--- config.mk ---
export PLATFORM = sky130hd
export DESIGN_NAME = sram_ctrl
export DESIGN_NICKNAME = d
export VERILOG_FILES = /design/src/rtl/sram_ctrl_pkg.sv /design/src/rtl/sram_cycle_timer.sv /design/src/rtl/sram_rd_capture.sv /design/src/rtl/sram_seq.sv /design/src/rtl/sram_ctrl.sv
export SDC_FILE = /design/constraint.sdc
export NUM_CORES = 1
export LEC_CHECK = 0
export BUFFER_PORTS_ARGS = -buffer_cell sky130_fd_sc_hd__buf_4
export CORE_MARGIN = 2
export CORE_UTILIZATION = 25
export DETAILED_ROUTE_END_ITERATION = 12
export GPL_TIMING_DRIVEN = 0
export HOLD_SLACK_MARGIN = 0.15
export SYNTH_ARGS = -nofsm -noshare
export SYNTH_HDL_FRONTEND = slang
export SYNTH_SLANG_ARGS = --single-unit
--- constraint.sdc ---
create_clock -name clk -period 1.3 [get_ports clk]
set_clock_uncertainty 0.05 [all_clocks]
set_input_delay 0.13 -clock clk [delete_from_list [all_inputs] [get_ports clk]]
set_output_delay 0.13 -clock clk [all_outputs]
set_load 0.005 [all_outputs]
--- src/rtl/sram_ctrl_pkg.sv ---
package sram_ctrl_pkg;

  typedef enum logic [2:0] {
    ST_IDLE,
    ST_READ,
    ST_WSETUP,
    ST_WSTROBE,
    ST_WRECOVER
  } seq_state_e;

  // Round a nanosecond figure up to whole clock cycles
  function automatic int unsigned ns_to_cyc(input int unsigned ns, input int unsigned clk_ns);
    return (ns + clk_ns - 1) / clk_ns;
  endfunction

  function automatic int unsigned max2(input int unsigned a, input int unsigned b);
    return (a > b) ? a : b;
  endfunction

endpackage

--- src/rtl/sram_cycle_timer.sv ---
module sram_cycle_timer #(
  parameter int CNT_W = 2
) (
  input  logic             clk,
  input  logic             rst_n,
  input  logic             load,
  input  logic [CNT_W-1:0] load_val,
  output logic [CNT_W-1:0] cnt,
  output logic             zero
);

  logic [CNT_W-1:0] cnt_q, cnt_d;
  logic             cnt_en;

  assign zero   = (cnt_q == '0);
  assign cnt    = cnt_q;
  assign cnt_en = load | ~zero;

  always_comb begin
    cnt_d = cnt_q;
    if (load)       cnt_d = load_val;
    else if (!zero) cnt_d = cnt_q - 1'b1;
  end

  always_ff @(posedge clk or negedge rst_n) begin
    if (!rst_n)      cnt_q <= '0;
    else if (cnt_en) cnt_q <= cnt_d;
  end

  AST_TMR_STEP: assert property (@(posedge clk) disable iff (!rst_n)
    (!load && !zero) |=> (cnt_q == $past(cnt_q) - 1'b1));

endmodule

--- src/rtl/sram_rd_capture.sv ---
module sram_rd_capture #(
  parameter int DATA_W = 4
) (
  input  logic              clk,
  input  logic              rst_n,
  input  logic              capture,
  input  logic [DATA_W-1:0] dq_in,
  output logic              rd_valid,
  output logic [DATA_W-1:0] rd_data
);

  logic [DATA_W-1:0] data_q;
  logic              vld_q;

  always_ff @(posedge clk or negedge rst_n) begin
    if (!rst_n) vld_q <= 1'b0;
    else        vld_q <= capture;
  end

  always_ff @(posedge clk or negedge rst_n) begin
    if (!rst_n)       data_q <= '0;
    else if (capture) data_q <= dq_in;
  end

  assign rd_valid = vld_q;
  assign rd_data  = data_q;

  AST_RDV_ONE_CYCLE: assert property (@(posedge clk) disable iff (!rst_n)
    rd_valid |=> !rd_valid);

endmodule

--- src/rtl/sram_seq.sv ---
module sram_seq
  import sram_ctrl_pkg::*;
#(
  parameter int ADDR_W  = 16,
  parameter int DATA_W  = 4,
  parameter int RD_CYC  = 2,
  parameter int STB_CYC = 2,
  parameter int WZ_CYC  = 1,
  parameter int CNT_W   = 2
) (
  input  logic              clk,
  input  logic              rst_n,
  input  logic              req_valid,
  input  logic              req_write,
  input  logic [ADDR_W-1:0] req_addr,
  input  logic [DATA_W-1:0] req_wdata,
  output logic              req_ready,
  input  logic [CNT_W-1:0]  tmr_cnt,
  input  logic              tmr_zero,
  output logic              tmr_load,
  output logic [CNT_W-1:0]  tmr_val,
  output logic              capture,
  output logic [ADDR_W-1:0] mem_addr,
  output logic              mem_ce_n,
  output logic              mem_we_n,
  output logic [DATA_W-1:0] mem_dq_out,
  output logic              mem_dq_oe
);

  localparam logic [CNT_W-1:0] RD_LOAD  = CNT_W'(RD_CYC - 1);
  localparam logic [CNT_W-1:0] STB_LOAD = CNT_W'(STB_CYC - 1);
  localparam logic [CNT_W-1:0] OE_TH    = CNT_W'(STB_CYC - WZ_CYC);
  localparam logic             OE_EARLY = (WZ_CYC == 0);

  seq_state_e        state_q, state_d;
  logic [ADDR_W-1:0] addr_q;
  logic [DATA_W-1:0] wdat_q;
  logic              ce_n_q, ce_n_d;
  logic              we_n_q, we_n_d;
  logic              oe_q, oe_d;
  logic              accept;
  logic              wdat_en;

  assign req_ready = (state_q == ST_IDLE);
  assign accept    = req_ready & req_valid;
  assign wdat_en   = accept & req_write;

  // Next-state and strobe decode
  always_comb begin
    state_d  = state_q;
    ce_n_d   = ce_n_q;
    we_n_d   = we_n_q;
    oe_d     = oe_q;
    tmr_load = 1'b0;
    tmr_val  = '0;
    capture  = 1'b0;
    unique case (state_q)
      ST_IDLE: begin
        if (req_valid) begin
          ce_n_d = 1'b0;
          if (req_write) begin
            state_d = ST_WSETUP;
          end else begin
            state_d  = ST_READ;
            tmr_load = 1'b1;
            tmr_val  = RD_LOAD;
          end
        end
      end
      ST_READ: begin
        if (tmr_zero) begin
          capture = 1'b1;
          ce_n_d  = 1'b1;
          state_d = ST_IDLE;
        end
      end
      ST_WSETUP: begin
        we_n_d   = 1'b0;
        oe_d     = OE_EARLY;
        tmr_load = 1'b1;
        tmr_val  = STB_LOAD;
        state_d  = ST_WSTROBE;
      end
      ST_WSTROBE: begin
        if (tmr_zero) begin
          we_n_d  = 1'b1;
          ce_n_d  = 1'b1;
          oe_d    = 1'b0;
          state_d = ST_WRECOVER;
        end else begin
          oe_d = (tmr_cnt <= OE_TH);
        end
      end
      ST_WRECOVER: begin
        state_d = ST_IDLE;
      end
      default: begin
        state_d = ST_IDLE;
        ce_n_d  = 1'b1;
        we_n_d  = 1'b1;
        oe_d    = 1'b0;
      end
    endcase
  end

  always_ff @(posedge clk or negedge rst_n) begin
    if (!rst_n) begin
      state_q <= ST_IDLE;
      ce_n_q  <= 1'b1;
      we_n_q  <= 1'b1;
      oe_q    <= 1'b0;
    end else begin
      state_q <= state_d;
      ce_n_q  <= ce_n_d;
      we_n_q  <= we_n_d;
      oe_q    <= oe_d;
    end
  end

  always_ff @(posedge clk or negedge rst_n) begin
    if (!rst_n)      addr_q <= '0;
    else if (accept) addr_q <= req_addr;
  end

  always_ff @(posedge clk or negedge rst_n) begin
    if (!rst_n)       wdat_q <= '0;
    else if (wdat_en) wdat_q <= req_wdata;
  end

  assign mem_addr   = addr_q;
  assign mem_ce_n   = ce_n_q;
  assign mem_we_n   = we_n_q;
  assign mem_dq_out = wdat_q;
  assign mem_dq_oe  = oe_q;

  AST_STANDBY_QUIET: assert property (@(posedge clk) disable iff (!rst_n)
    mem_ce_n |-> (mem_we_n && !mem_dq_oe));
  AST_ADDR_HELD_STROBE: assert property (@(posedge clk) disable iff (!rst_n)
    !mem_we_n |-> $stable(mem_addr));
  AST_ADDR_HELD_RELEASE: assert property (@(posedge clk) disable iff (!rst_n)
    $rose(mem_we_n) |-> $stable(mem_addr));
  AST_WE_AFTER_CE: assert property (@(posedge clk) disable iff (!rst_n)
    $fell(mem_we_n) |-> ($past(mem_ce_n) == 1'b0));
  AST_CE_WE_RISE_TOGETHER: assert property (@(posedge clk) disable iff (!rst_n)
    $rose(mem_we_n) |-> mem_ce_n);
  AST_DRV_IN_STROBE: assert property (@(posedge clk) disable iff (!rst_n)
    mem_dq_oe |-> (!mem_we_n && !mem_ce_n));
  AST_DRV_RELEASE: assert property (@(posedge clk) disable iff (!rst_n)
    $rose(mem_we_n) |-> !mem_dq_oe);
  AST_BUSY_NOT_READY: assert property (@(posedge clk) disable iff (!rst_n)
    !mem_ce_n |-> !req_ready);

  generate
    if (WZ_CYC > 0) begin : g_late_drive
      AST_DRV_LATE: assert property (@(posedge clk) disable iff (!rst_n)
        $fell(mem_we_n) |-> !mem_dq_oe);
    end
  endgenerate

endmodule

--- src/rtl/sram_ctrl.sv ---
module sram_ctrl
  import sram_ctrl_pkg::*;
#(
  parameter int ADDR_W   = 16,
  parameter int DATA_W   = 4,
  parameter int CLK_NS   = 10,
  parameter int T_AA_NS  = 20,
  parameter int T_AC_NS  = 20,
  parameter int T_WP_NS  = 15,
  parameter int T_AW_NS  = 15,
  parameter int T_CW_NS  = 15,
  parameter int T_WC_NS  = 20,
  parameter int T_DW_NS  = 8,
  parameter int T_WZ_NS  = 8
) (
  input  logic              clk,
  input  logic              rst_n,
  input  logic              req_valid,
  input  logic              req_write,
  input  logic [ADDR_W-1:0] req_addr,
  input  logic [DATA_W-1:0] req_wdata,
  output logic              req_ready,
  output logic              rd_valid,
  output logic [DATA_W-1:0] rd_data,
  output logic [ADDR_W-1:0] mem_addr,
  output logic              mem_ce_n,
  output logic              mem_we_n,
  output logic [DATA_W-1:0] mem_dq_out,
  output logic              mem_dq_oe,
  input  logic [DATA_W-1:0] mem_dq_in
);

  // Cycle counts derived from the timing parameters
  localparam int RD_CYC  = int'(max2(1, ns_to_cyc(max2(T_AA_NS, T_AC_NS), CLK_NS)));
  localparam int WZ_CYC  = int'(ns_to_cyc(T_WZ_NS, CLK_NS));
  localparam int DW_CYC  = int'(max2(1, ns_to_cyc(T_DW_NS, CLK_NS)));
  localparam int WP_CYC  = int'(ns_to_cyc(T_WP_NS, CLK_NS));
  localparam int AW_STB  = int'(ns_to_cyc(T_AW_NS, CLK_NS)) - 1;
  localparam int CW_STB  = int'(ns_to_cyc(T_CW_NS, CLK_NS)) - 1;
  localparam int WC_STB  = int'(ns_to_cyc(T_WC_NS, CLK_NS)) - 1;
  localparam int STB_A   = int'(max2(max2(1, WP_CYC), max2(AW_STB, CW_STB)));
  localparam int STB_CYC = int'(max2(max2(STB_A, WC_STB), WZ_CYC + DW_CYC));
  localparam int CNT_W   = $clog2(int'(max2(RD_CYC, STB_CYC)) + 1);

  logic             rst_meta, rst_sync;
  logic             tmr_load, tmr_zero, capture;
  logic [CNT_W-1:0] tmr_val, tmr_cnt;

  // Reset: asserted at once, released on the clock
  always_ff @(posedge clk or negedge rst_n) begin
    if (!rst_n) begin
      rst_meta <= 1'b0;
      rst_sync <= 1'b0;
    end else begin
      rst_meta <= 1'b1;
      rst_sync <= rst_meta;
    end
  end

  sram_cycle_timer #(.CNT_W(CNT_W)) u_timer (
    .clk      (clk),
    .rst_n    (rst_sync),
    .load     (tmr_load),
    .load_val (tmr_val),
    .cnt      (tmr_cnt),
    .zero     (tmr_zero)
  );

  sram_seq #(
    .ADDR_W  (ADDR_W),
    .DATA_W  (DATA_W),
    .RD_CYC  (RD_CYC),
    .STB_CYC (STB_CYC),
    .WZ_CYC  (WZ_CYC),
    .CNT_W   (CNT_W)
  ) u_seq (
    .clk        (clk),
    .rst_n      (rst_sync),
    .req_valid  (req_valid),
    .req_write  (req_write),
    .req_addr   (req_addr),
    .req_wdata  (req_wdata),
    .req_ready  (req_ready),
    .tmr_cnt    (tmr_cnt),
    .tmr_zero   (tmr_zero),
    .tmr_load   (tmr_load),
    .tmr_val    (tmr_val),
    .capture    (capture),
    .mem_addr   (mem_addr),
    .mem_ce_n   (mem_ce_n),
    .mem_we_n   (mem_we_n),
    .mem_dq_out (mem_dq_out),
    .mem_dq_oe  (mem_dq_oe)
  );

  sram_rd_capture #(.DATA_W(DATA_W)) u_cap (
    .clk      (clk),
    .rst_n    (rst_sync),
    .capture  (capture),
    .dq_in    (mem_dq_in),
    .rd_valid (rd_valid),
    .rd_data  (rd_data)
  );

  AST_RD_NO_DRIVE: assert property (@(posedge clk) disable iff (!rst_sync)
    (!mem_ce_n && mem_we_n) |-> !mem_dq_oe);
  AST_RDV_IN_STANDBY: assert property (@(posedge clk) disable iff (!rst_sync)
    rd_valid |-> mem_ce_n);

endmodule

-- Word level (Yosys, flattened, before mapping)
Cells that the tools add are included.
- bits in registers: 35
- latch bits: 0
- bits in writable memories: 0
- ROM bits: 0
- bits of input ports: 28
- output and inout port bits: 29
- logic and storage cells: 58
- memories: 0
- add/sub/neg operators: 1
- $mul: 0
- div/mod/pow operators: 0
- order comparisons: 1
- equality and inequality tests: 9
- shift operators: 0
- multiplexer cells: 21
- bitwise gates (word level): 6
- reduce and logical (&&, ||, !) cells: 9
- operators with widths (kind ; count):
    $pmux 3 s4 ; 1
    $mux 3 ; 3
    $mux 1 ; 8
    $mux 2 ; 4
    $eq 3x2->1 const B ; 2
    $ne 2x2->1 const B ; 3
    $pmux 1 s3 ; 2
    $reduce_and 3->1 ; 2
    $ne 2x1->1 const B ; 2
    $pmux 1 s2 ; 2
    $pmux 2 s2 ; 1
    $reduce_and 2->1 ; 2
    $reduce_or 2->1 ; 2
    $eq 3x1->1 const B ; 1
    $eq 3x3->1 const B ; 1
    $logic_not 3->1 ; 1
    $not 1->1 ; 3
    $reduce_or 3->1 ; 1
    $and 1x1->1 ; 2
    $le 2x1->1 const B ; 1
    $logic_not 2->1 ; 1
    $sub 2x1->2 const B ; 1
    $or 1x1->1 ; 1

-- Longest topological paths before layout
Gate-level depths: netlist of the first run.
- depth in word-level cells: 5
- mapped depth: 6
- mapped depth without buffers: 5

-- Hierarchy
From an unflattened synthesis of the first run, not the netlist that was laid out.
- cells, all modules: 105
- area, all modules: 1441.4 µm²
- modules (own cells, without submodules) (module ; instances ; cells an instance ; area an instance (µm²) ; seq. area each (µm²)):
    sram_seq ; 1 ; 81 ; 1103.6 ; 653.1
    sram_rd_capture ; 1 ; 9 ; 170.2 ; 125.1
    sram_cycle_timer ; 1 ; 12 ; 113.9 ; 50.0
    sram_ctrl ; 1 ; 3 ; 53.8 ; 50.0

-- Worst setup path after synthesis of the first run
OpenSTA, ideal clock, no wires.
- kind: register -> register
- from: register u_timer.cnt_q[0], in the netlist u_timer.cnt[0]
- to: register u_cap.data_q[0], in the netlist u_cap.rd_data[0]
- library setup time: 0.125 ns
- data arrival time: 1.517 ns
- data required time: 1.125 ns
- path slack: -0.392 ns
- cell stages (with the launch flop): 7
- path buffers: 1
- clock period less this slack: 1.692 ns
- cell sequence: dfrtp_1 > inv_1 > ha_1 > clkbuf_1 > nand2_1 > nor3_2 > mux2_2
- word-level cells in the longest chain between the ends: 3
- RTL lines (what ; RTL line ; source):
    start, declared ; sram_cycle_timer.sv:12 ; logic [CNT_W-1:0] cnt_q, cnt_d;
    start signal, assigned ; sram_cycle_timer.sv:27 ; else if (cnt_en) cnt_q <= cnt_d;
    $logic_not 2->1 ; sram_cycle_timer.sv:15 ; assign zero = (cnt_q == '0);
    $mux 1 ; sram_seq.sv:71 ; if (tmr_zero) begin
    $mux 1 ; sram_seq.sv:57 ; unique case (state_q)
    net capture ; sram_ctrl.sv:46 ; logic tmr_load, tmr_zero, capture;
    end signal, assigned ; sram_rd_capture.sv:22 ; else if (capture) data_q <= dq_in;
    end, declared ; sram_rd_capture.sv:12 ; logic [DATA_W-1:0] data_q;
The timed path passes the listed nets, and every way through them passes these cells.
A chain may end at the register's enable or synchronous reset.

-- Final worst setup path of the first run
- from: register u_seq.state_q[0]
- to: register u_seq.addr_q[10], in the netlist u_seq.mem_addr[10]
- word-level cells in the longest chain between the ends: 2
- RTL lines (what ; RTL line ; source):
    start, declared ; sram_seq.sv:35 ; seq_state_e state_q, state_d;
    start signal, assigned ; sram_seq.sv:113 ; state_q <= state_d;
    $logic_not 3->1 ; sram_seq.sv:44 ; assign req_ready = (state_q == ST_IDLE);
    $and 1x1->1 ; sram_seq.sv:45 ; assign accept = req_ready & req_valid;
    end signal, assigned ; sram_seq.sv:122 ; else if (accept) addr_q <= req_addr;
    end, declared ; sram_seq.sv:36 ; logic [ADDR_W-1:0] addr_q;
No other way between the ends.

==> reports/qor.yml, run 1 <==
status: "complete, but fails checks"
violations: "setup timing"
cts_tree: "built"
place_congestion: 0.7101
route.vias.total: 1190
fillCellCount: 491
synthDominantCellAreaShare_pct: 58.36
ys_seq_elements: 35
muxShareOfSynthArea_pct: 19.10
seq_area_frac_synth_pct: 62.07
antenna_found_initial: 0
worstRegToRegCells: 5
path_cells: "buf_6 -> nor4b_4 -> buf_6 -> buf_6 -> mux2_1"
min_period_ps: 1540
first_iter_violations: 58
synth.distinct_cells: 28
finalSetupViolations: 26
synthesis.area_per_instance_um2: 14.15
syn_inst: 100
syn-cell-area_um2: 1415
grt_pass1_vias: 1241
start_util_pct: 25.86
grt_remaining_overflow: 0
dieArea_um2: 6278
drc: 0
power_leakage_nw: 1.231
max_stage_delay_ps: 380
async_reset_ff_share_pct: 100.0
fin_util_pct: 47.17
place_inst: 228
hpwl_um: 2036
cts_sinks: 35
htree_levels: 2
cts.path.max_buffers: 2
r2r_end: "u_seq.mem_addr[10]"
path_clk_slew_ps: 70
p_per_area_nw_per_um2: 2204
portBuffers: 56
yosysMostFrequentCell: "dfrtp_1"
synth_edf_count: 0
synth_top_cell_by_area: "dfrtp_1"
finalNetCount: 235
diodes: 0
grt_pass1_wl_um: 5954
yosysWarnings: 0
first_pass_iters: 4
synthTopCellsByArea: "dfrtp_1 58%, mux2_2 11%, mux2_1 8.0%"
wl_um: 3756
synthAdderAreaFrac_pct: 1.768
worstPathRequired_ps: 1420
rsz0062_at_grt: "yes"
grt.total_usage_pct: 12.34
synth_xor_area_share_pct: 0.6189
relSlewSlack_pct: 51.21
tightest_slew_ps: 731.9
worst_path_most_repeated_cell: "buf_6"
fmax_mhz: 649.5
layout.cells.non_filler: 278
seqCellArea_um2: 882.1
setup_tns_ps: -5016
netlist_top_cells_count: "33 x dfrtp_1, 14 x mux2_2, 10 x mux2_1"
clock-root-buffer: "clkbuf_8"
yosys.area_share.simple_pct: 6.720
crit_arrival_ps: 1660
numCtsBuffers: 5
syn_nets: 130
dpl_worst_slack_ps: -585.0
endpoint_kind: "register"
multi_input_area_um2: 601.8
boundaryPins: 57
holdCritPathClass: "reg2async"
core_area_um2: 5473
insertion_delay_ps: 280
slew_violations: 0
row_count: 27
fin_ws_ps: -239.7
drtAntennaViolNets: 0
synth_compound_area_share_pct: 5.924
dieHeight_um: 79.24
r2r-start: "u_seq.state_q[0]"
timing.final.crit_share_pct: 118.4
synthToLayoutAreaGrowth_pct: 82.41
wl_per_cell_um: 13.51
vdd_ir_drop_max_uv: 947.3
hold_viol: 0
synth_top_family_by_area: "multiplexers"
ys.flop_type: "dfrtp_1"
critPathSlowestCell: "dfrtp_1"
cp-start-kind: "register"
viasPerCell: 4.281
maxCapViolations: 0
path_class: "reg2reg"
p_total_mw: 5.689
path_max_fanout: 5
grt_start_max_net_pins: 34
rrSetupSlack_ps: -240
drive_gt1_share_pct: 58.25
die_w_um: 79.24
-- layout make-up --
class                           count  share of cell area [%]
Buffer                              3                   1.454
Clock buffer                        8                   3.878
Inverter                            4                  0.5817
Multi-Input combinational cell     56                   23.32
Sequential cell                    35                   34.17
Tap cell                           72                   3.490
Timing Repair Buffer              100                   33.11
-- critical path: cells and delay by family (launching register included) --
family | cells | cell delay (ps)
buf+inv | 3 | 420
simple gates | 1 | 270
mux | 1 | 310
flops | 1 | 380
-- layout by cell type (no fill, tap or decap), types with 2 or more instances in the layout --
| master | Yosys | routed |
|---|---|---|
| o21ai_0 | 2 | 2 |
| nand2_4 | 0 | 2 |
| buf_6 | 2 | 7 |
| buf_8 | 0 | 3 |
| dfstp_2 | 2 | 2 |
| nor3_1 | 3 | 2 |
| clkbuf_8 | 0 | 7 |
| inv_2 | 0 | 2 |
| a21oi_1 | 4 | 3 |
| dfrtp_2 | 0 | 3 |
| mux2_4 | 0 | 18 |
| buf_4 | 0 | 65 |
| inv_1 | 4 | 2 |
| mux2_1 | 10 | 2 |
| mux2_2 | 14 | 4 |
| dlygate4sd3_1 | 0 | 28 |
| nor2_1 | 5 | 4 |
| dfrtp_1 | 33 | 30 |
-- flip-flops by register name, summed over array words and instances, names as in the netlist --
register          cells
u_seq.state_q         3
u_seq.mem_dq_oe       1
u_seq.mem_ce_n        1
u_seq.mem_addr       16
u_seq.mem_dq_out      4
u_timer.cnt           2
rst_meta              1
u_seq.mem_we_n        1
u_cap.rd_valid        1
rst_sync              1
u_cap.rd_data         4
-- what timing repair did --
action / CTS / global route
resized for setup: 40 / 8
hold endpoints to repair: 28 / 0
cloned: 1 / 0
hold buffers: 28 / 0
buffers inserted: 10 / 5
pin swaps: 7 / 4
endpoints found under the setup margin: 31 / 30
-- metrics by stage --
step / hold WS [ps] / cell area (um2)
4_1_cts: 306.7 / 2545
2_1_floorplan: -215.6 / 1429
6_report: 280.7 / 2581
5_1_grt: 311.0 / 2581
3_5_place_dp: -137.0 / 1941
3_3_place_gp: -136.4 / 1939
-- power by group --
group,internal [mW],switching (mW)
Clock,0.484,0.379
Sequential,1.64,0.330
Combinational,1.86,0.996
Total,3.98,1.71
-- cells by family after synthesis --
kind of cell,count (synthesis)
flops,35
mux,24
fa+ha+maj,2
xor+xnor,1
other cells,1
simple gates,15
compound gates,13
buf+inv,9
-- worst max path at each step --
| stage | from | to | slack, ps | cells after the start |
|---|---|---|---|---|
| after global routing | u_seq.state_q[0] | u_seq.mem_addr[3] | -280 | 5 |
| after CTS | u_seq.state_q[2] | u_seq.mem_addr[11] | -250 | 5 |
| after detailed placement | u_seq.state_q[0] | u_seq.mem_addr[8] | -590 | 4 |
| after global placement | u_seq.state_q[0] | u_seq.mem_addr[5] | -590 | 4 |
| final | u_seq.state_q[0] | u_seq.mem_addr[10] | -240 | 5 |
| after floorplan | u_seq.state_q[0] | u_seq.mem_addr[10] | -360 | 4 |
-- metal layers --
layer / track usage, % / part of all wire (%) / up-vias
met1: 13.88 / 39 / 597
li1: - / - / 550
met4: 5.172 / 1.8 / 0
met5: 0 / 0 / -
met3: 2.273 / 4.3 / 6
met2: 22.71 / 54 / 37
(Power assumes the default switching activity.)
==> run 2: changes to the inputs <==
CORE_UTILIZATION = 47   (was 25)
PLACE_DENSITY = 0.78   (was unset)
==> run 2 against run 1 <==
  * The run ends with DRC, setup timing left
  * Sequential cell count unchanged
  * Clock-buffer cell count unchanged
  * First-iteration DRC count decreased by 29%
  * Critical path type unchanged
==> reports/qor.yml, run 2 (synthesis results as in run 1) <==
fin_ws_ps: -309.7  # -70.08 ps
largest_reg_flops: 16  # unchanged
finalSetupViolations: 26  # unchanged
wl_um: 5037  # +34%
first_iter_violations: 41  # -29%
worstRegToRegCells: 6  # +1
dieHeight_um: 58.87  # -26%
hold_viol: 0  # unchanged
relSlewSlack_pct: 52.35  # +1.1 points
die_w_um: 58.87  # -26%
grt_pass1_vias: 1336  # +7.7%
cts_tree: "built"
dieArea_um2: 3466  # -45%
drtAntennaViolNets: 0  # unchanged
rsz0062_at_grt: "yes"
p_per_area_nw_per_um2: 2330  # +5.7%
row_count: 19  # -30%
start_util_pct: 50.45  # +25 points
numCtsBuffers: 5  # unchanged
timing.final.crit_share_pct: 123.8  # +5.4 points
vdd_ir_drop_max_uv: 1594  # +68%
max_stage_delay_ps: 390  # about the same
fmax_mhz: 621.2  # -4.4%
slew_violations: 0  # unchanged
first_pass_iters: 9  # +5
endpoint_kind: "register"
worst_path_most_repeated_cell: "buf_6"
min_period_ps: 1610  # +70.08 ps
portBuffers: 56  # unchanged
antenna_found_initial: 0  # unchanged
worstHoldPathCells: 3
tightest_slew_ps: 714.8  # -17.09 ps
grt_pass1_wl_um: 6900  # +16%
holdCritPathClass: "in2reg"
power_leakage_nw: 1.240  # +0.70%
path_max_fanout: 5  # unchanged
cp-start-kind: "register"
critPathSlowestCell: "dfrtp_1"
hpwl_um: 2044  # +0.37%
synthToLayoutAreaGrowth_pct: 78.69
cp.depth: 6  # +1
viasPerCell: 5.415  # +27%
status: "complete, but fails checks"
cts_sinks: 35  # unchanged
place_area_um2: 1888  # -2.7%
boundaryPins: 57  # unchanged
setup_tns_ps: -6388  # -1372 ps
drive_gt1_share_pct: 59.05  # +0.80 points
htree_levels: 2  # unchanged
grt.total_usage_pct: 28.42  # +16 points
hold_ws_ps: 104.4  # -176.3 ps
critPathTopFamily: "buffers and inverters"
grt_remaining_overflow: 0  # unchanged
design_area_um2: 2529  # -2.0%
place_congestion: 0.7957  # +12%
route.vias.total: 1305  # +9.7%
violations: "DRC, setup timing"
path_class: "reg2reg"
p_total_mw: 5.892  # +3.6%
maxCapViolations: 0  # unchanged
diodes: 0  # unchanged
path_clk_slew_ps: 90  # +20 ps
dpl_worst_slack_ps: -545.0  # +40.06 ps
cts.path.max_buffers: 2  # unchanged
crit_arrival_ps: 1790  # +130 ps
grt_start_max_net_pins: 34  # unchanged
core_area_um2: 2805  # -49%
clock-root-buffer: "clkbuf_4"
path_buf_inv: 3  # unchanged
ctsHoldBuffers: 27  # -3.6%
finalNetCount: 239  # +1.7%
final_common_cell: "buf_4"
drc: 6  # +6
path_cells: "buf_6 -> nor4b_4 -> buf_6 -> buf_6 -> nand2_8 -> mux2_4"
wl_per_cell_um: 20.90  # +55%
final_cell_mix: "68 x buf_4, 31 x dfrtp_1, 27 x dlygate4sd3_1"
worstPathRequired_ps: 1480  # +60 ps
insertion_delay_ps: 340  # +60 ps
[run 2: cell count changes in the layout (fill, tap and decap cells not counted), moves of 2 or more]
cell and change:
buf_6 +4, clkbuf_4 +5, buf_4 +3, mux2_4 +3
buf_8 -3, mux2_1 -2, clkbuf_8 -5
[run 2: final timing paths]
path                                   from                  end  slack [ps]
min reg2reg                        rst_sync    u_seq.mem_addr[0]         260
min in group asynchronous          rst_sync    u_seq.mem_addr[0]         260
min                               req_write     u_seq.state_q[1]         100
max reg2reg                u_seq.state_q[0]  u_seq.mem_dq_out[3]        -310
max in group asynchronous          rst_sync     u_seq.state_q[1]         430
max                        u_seq.state_q[0]  u_seq.mem_dq_out[3]        -310
[run 2: where the power goes]
part / leakage (nW) / internal [mW] / switching [mW]
registers: 0.414 / 1.63 / 0.393
clock network: 0.0386 / 0.318 / 0.360
logic: 0.787 / 1.97 / 1.22
total: 1.24 / 3.92 / 1.97
[run 2: timing repair]
action / 4_1_cts / 5_1_grt
hold endpoints to repair: 28 / 5
cloned: 1 / 0
setup buffers: 10 / 11
resized for setup: 39 / 9
pin swaps: 4 / 6
endpoints found under the setup margin: 61 / 32
[run 2: layout make-up]
class,count,area [um2]
Buffer,4,38.79
Clock buffer,8,68.82
Fill cell,108,276.5
Inverter,4,15.01
Multi-Input combinational cell,56,615.6
Sequential cell,35,880.8
Tap cell,31,38.79
Timing Repair Buffer,103,870.8
[run 2: through the flow]
stage	cells	utilization, %
finish	241	90.14
global route	241	90.14
CTS	233	87.20
detailed placement	187	67.31
global placement	187	67.31
floorplan	100	-
[run 2: routing by layer]
layer	track usage [%]	part of all wire (%)	up-vias
met3	9.451	8.8	30
met2	45.40	46	86
met5	0	0	-
met1	34.11	38	622
met4	14.94	7.0	0
li1	-	-	567
[run 2: worst register-to-register path, stage by stage, from the launching register on]
cell     delay (ps)
dfrtp_1         390
buf_6           130
nor4b_4         280
buf_6           180
buf_6           120
nand2_8          60
mux2_4          310
==> run 3: changes to the inputs <==
PLACE_DENSITY = unset   (was 0.78)
PLACE_DENSITY_LB_ADDON = 0.05   (was unset)
==> run 3 against run 2 <==
  * The run still ends with DRC, setup timing left
  * Total power is 2.8% lower
  * Register-to-register slack hardly changed
  * Sequential share of layout area is 0.14 points higher
  * Cell area is 0.25% lower
  * Highest routed layer unchanged
  * Largest power group unchanged
  * Non-clock buffer count is 1 higher
  * Critical path depth is 1 lower
==> reports/qor.yml, run 3 (synthesis results as in run 1) <==
fmax_mhz: 616.6  # -0.75%
viasPerCell: 5.170  # -4.5%
finalSetupViolations: 25  # -3.8%
min_period_ps: 1622  # +12.12 ps
synthToLayoutAreaGrowth_pct: 78.25
wl_um: 4721  # -6.3%
fin_ws_ps: -321.9  # -12.12 ps
tightest_slew_ps: 712.3  # -2.456 ps
rsz0062_at_grt: "yes"
dieHeight_um: 58.87  # unchanged
final_cell_mix: "72 x buf_4, 30 x dfrtp_1, 28 x dlygate4sd3_1"
core_area_um2: 2805  # unchanged
antenna_found_initial: 0  # unchanged
grt_start_max_net_pins: 34  # unchanged
largest_reg_flops: 16  # unchanged
slew_violations: 0  # unchanged
cts_tree: "built"
start_util_pct: 50.45  # unchanged
power_leakage_nw: 1.238  # -0.11%
finalNetCount: 240  # +0.42%
fin_util_pct: 89.92  # -0.22 points
grt.busiest_layer: "met2"
cts_sinks: 35  # unchanged
wl_per_cell_um: 19.59  # -6.3%
endpoint_kind: "register"
hpwl_um: 1973  # -3.5%
path_buf_inv: 3  # unchanged
place_congestion: 0.7530  # -5.4%
numCtsBuffers: 5  # unchanged
worst_path_most_repeated_cell: "buf_6"
grt_pass1_wl_um: 6258  # -9.3%
met2_usage_pct: 44.76  # -0.63 points
drtAntennaViolNets: 0  # unchanged
first_iter_violations: 54  # +32%
hold_viol: 0  # unchanged
cts.path.max_buffers: 2  # unchanged
route.vias.total: 1246  # -4.5%
p_per_area_nw_per_um2: 2270  # -2.6%
diodes: 0  # unchanged
insertion_delay_ps: 350  # about the same
dpl_worst_slack_ps: -549.8  # -4.877 ps
path_max_fanout: 6  # +1
grt_remaining_overflow: 0  # unchanged
boundaryPins: 57  # unchanged
path_clk_slew_ps: 110  # +20 ps
htree_levels: 2  # unchanged
drive_gt1_share_pct: 60.00  # +0.95 points
grt.total_usage_pct: 25.63  # -2.8 points
crit_arrival_ps: 1810  # +20 ps
vdd_ir_drop_max_uv: 1433  # -10%
cp-start-kind: "register"
drc: 5  # -1
path_class: "reg2reg"
critPathSlowestCell: "dfrtp_1"
relSlewSlack_pct: 52.51  # +0.16 points
grt_pass1_vias: 1228  # -8.1%
grt.met3_usage_pct: 7.473  # -2.0 points
max_stage_delay_ps: 380  # about the same
violations: "DRC, setup timing"
maxCapViolations: 0  # unchanged
first_pass_iters: 8  # -1
clock-root-buffer: "clkbuf_4"
row_count: 19  # unchanged
path_cells: "buf_6 -> nor4b_4 -> buf_4 -> buf_6 -> mux2_4"
holdCritPathClass: "reg2async"
met1_usage_pct: 30.47  # -3.6 points
portBuffers: 56  # unchanged
die_w_um: 58.87  # unchanged
critPathTopFamily: "buffers and inverters"
fillCellCount: 117  # +8.3%
status: "complete, but fails checks"
dieArea_um2: 3466  # unchanged
timing.final.crit_share_pct: 124.8  # +0.93 points
final_common_cell: "buf_4"
worstPathRequired_ps: 1490  # about the same
run 3: stage by stage:
step	TNS, ps	instances	hold slack [ps]	total power, mW	area, um2
3_5_place_dp	-15930	187	-136.5	3.983	1888
2_1_floorplan	-7417	100	-215.6	2.995	1429
3_3_place_gp	-13840	187	-138.8	3.880	1888
5_1_grt	-7821	241	337.3	6.023	2522
6_report	-6761	241	272.8	5.727	2522
4_1_cts	-5629	235	293.0	5.289	2457
run 3: path summary, 6_finish.rpt:
kind	slack, ps	startpoint	depth (start not counted)	endpoint
max in group asynchronous	410	rst_sync	0	u_seq.state_q[2]
worst min-delay path	270	rst_sync	0	u_seq.mem_addr[6]
min in group clk	330	rst_meta	0	rst_sync
worst max register to register	-320	u_seq.state_q[0]	5	u_seq.mem_addr[13]
worst min register to register	270	rst_sync	0	u_seq.mem_addr[6]
worst max-delay path	-320	u_seq.state_q[0]	5	u_seq.mem_addr[13]
run 3: repair_timing:
action                                  in CTS  in global routing
endpoints found under the hold margin       29                  0
gates cloned                                 1                  0
buffers inserted                            12                  9
hold buffers                                28                  0
endpoints found under the setup margin      62                 30
pin swaps                                    5                  4
resized for setup                           34                 10
run 3: power by group:
| part | internal [mW] | switching [mW] | total (mW) |
|---|---|---|---|
| clock | 0.250 | 0.370 | 0.620 |
| combinational | 1.93 | 1.15 | 3.08 |
| sequential | 1.64 | 0.396 | 2.03 |
run 3: worst reg2reg max path: cells and delay by family (launching register included):
kind | cells | cell delay, ps
buffers and inverters | 3 | 470
multiplexers | 1 | 310
AND/OR/NAND/NOR | 1 | 320
flip-flops | 1 | 380
run 3: layer usage:
layer,vias up,share of wire (%)
li1,567,-
met5,-,0
met2,51,52
met4,0,2.6
met3,13,5.8
met1,615,40
run 3: final cells by class:
cell class	instances	area (um2)	share of cell area [%]
repair buffers	105	885.9	35.12
inverters	4	15.01	0.5952
well taps	31	38.79	1.538
multi-input cells	56	610.6	24.21
clock buffers	6	51.30	2.034
plain buffers	3	33.78	1.339
flip-flops and latches	35	882.1	34.97
clock inverters	1	5.005	0.1984
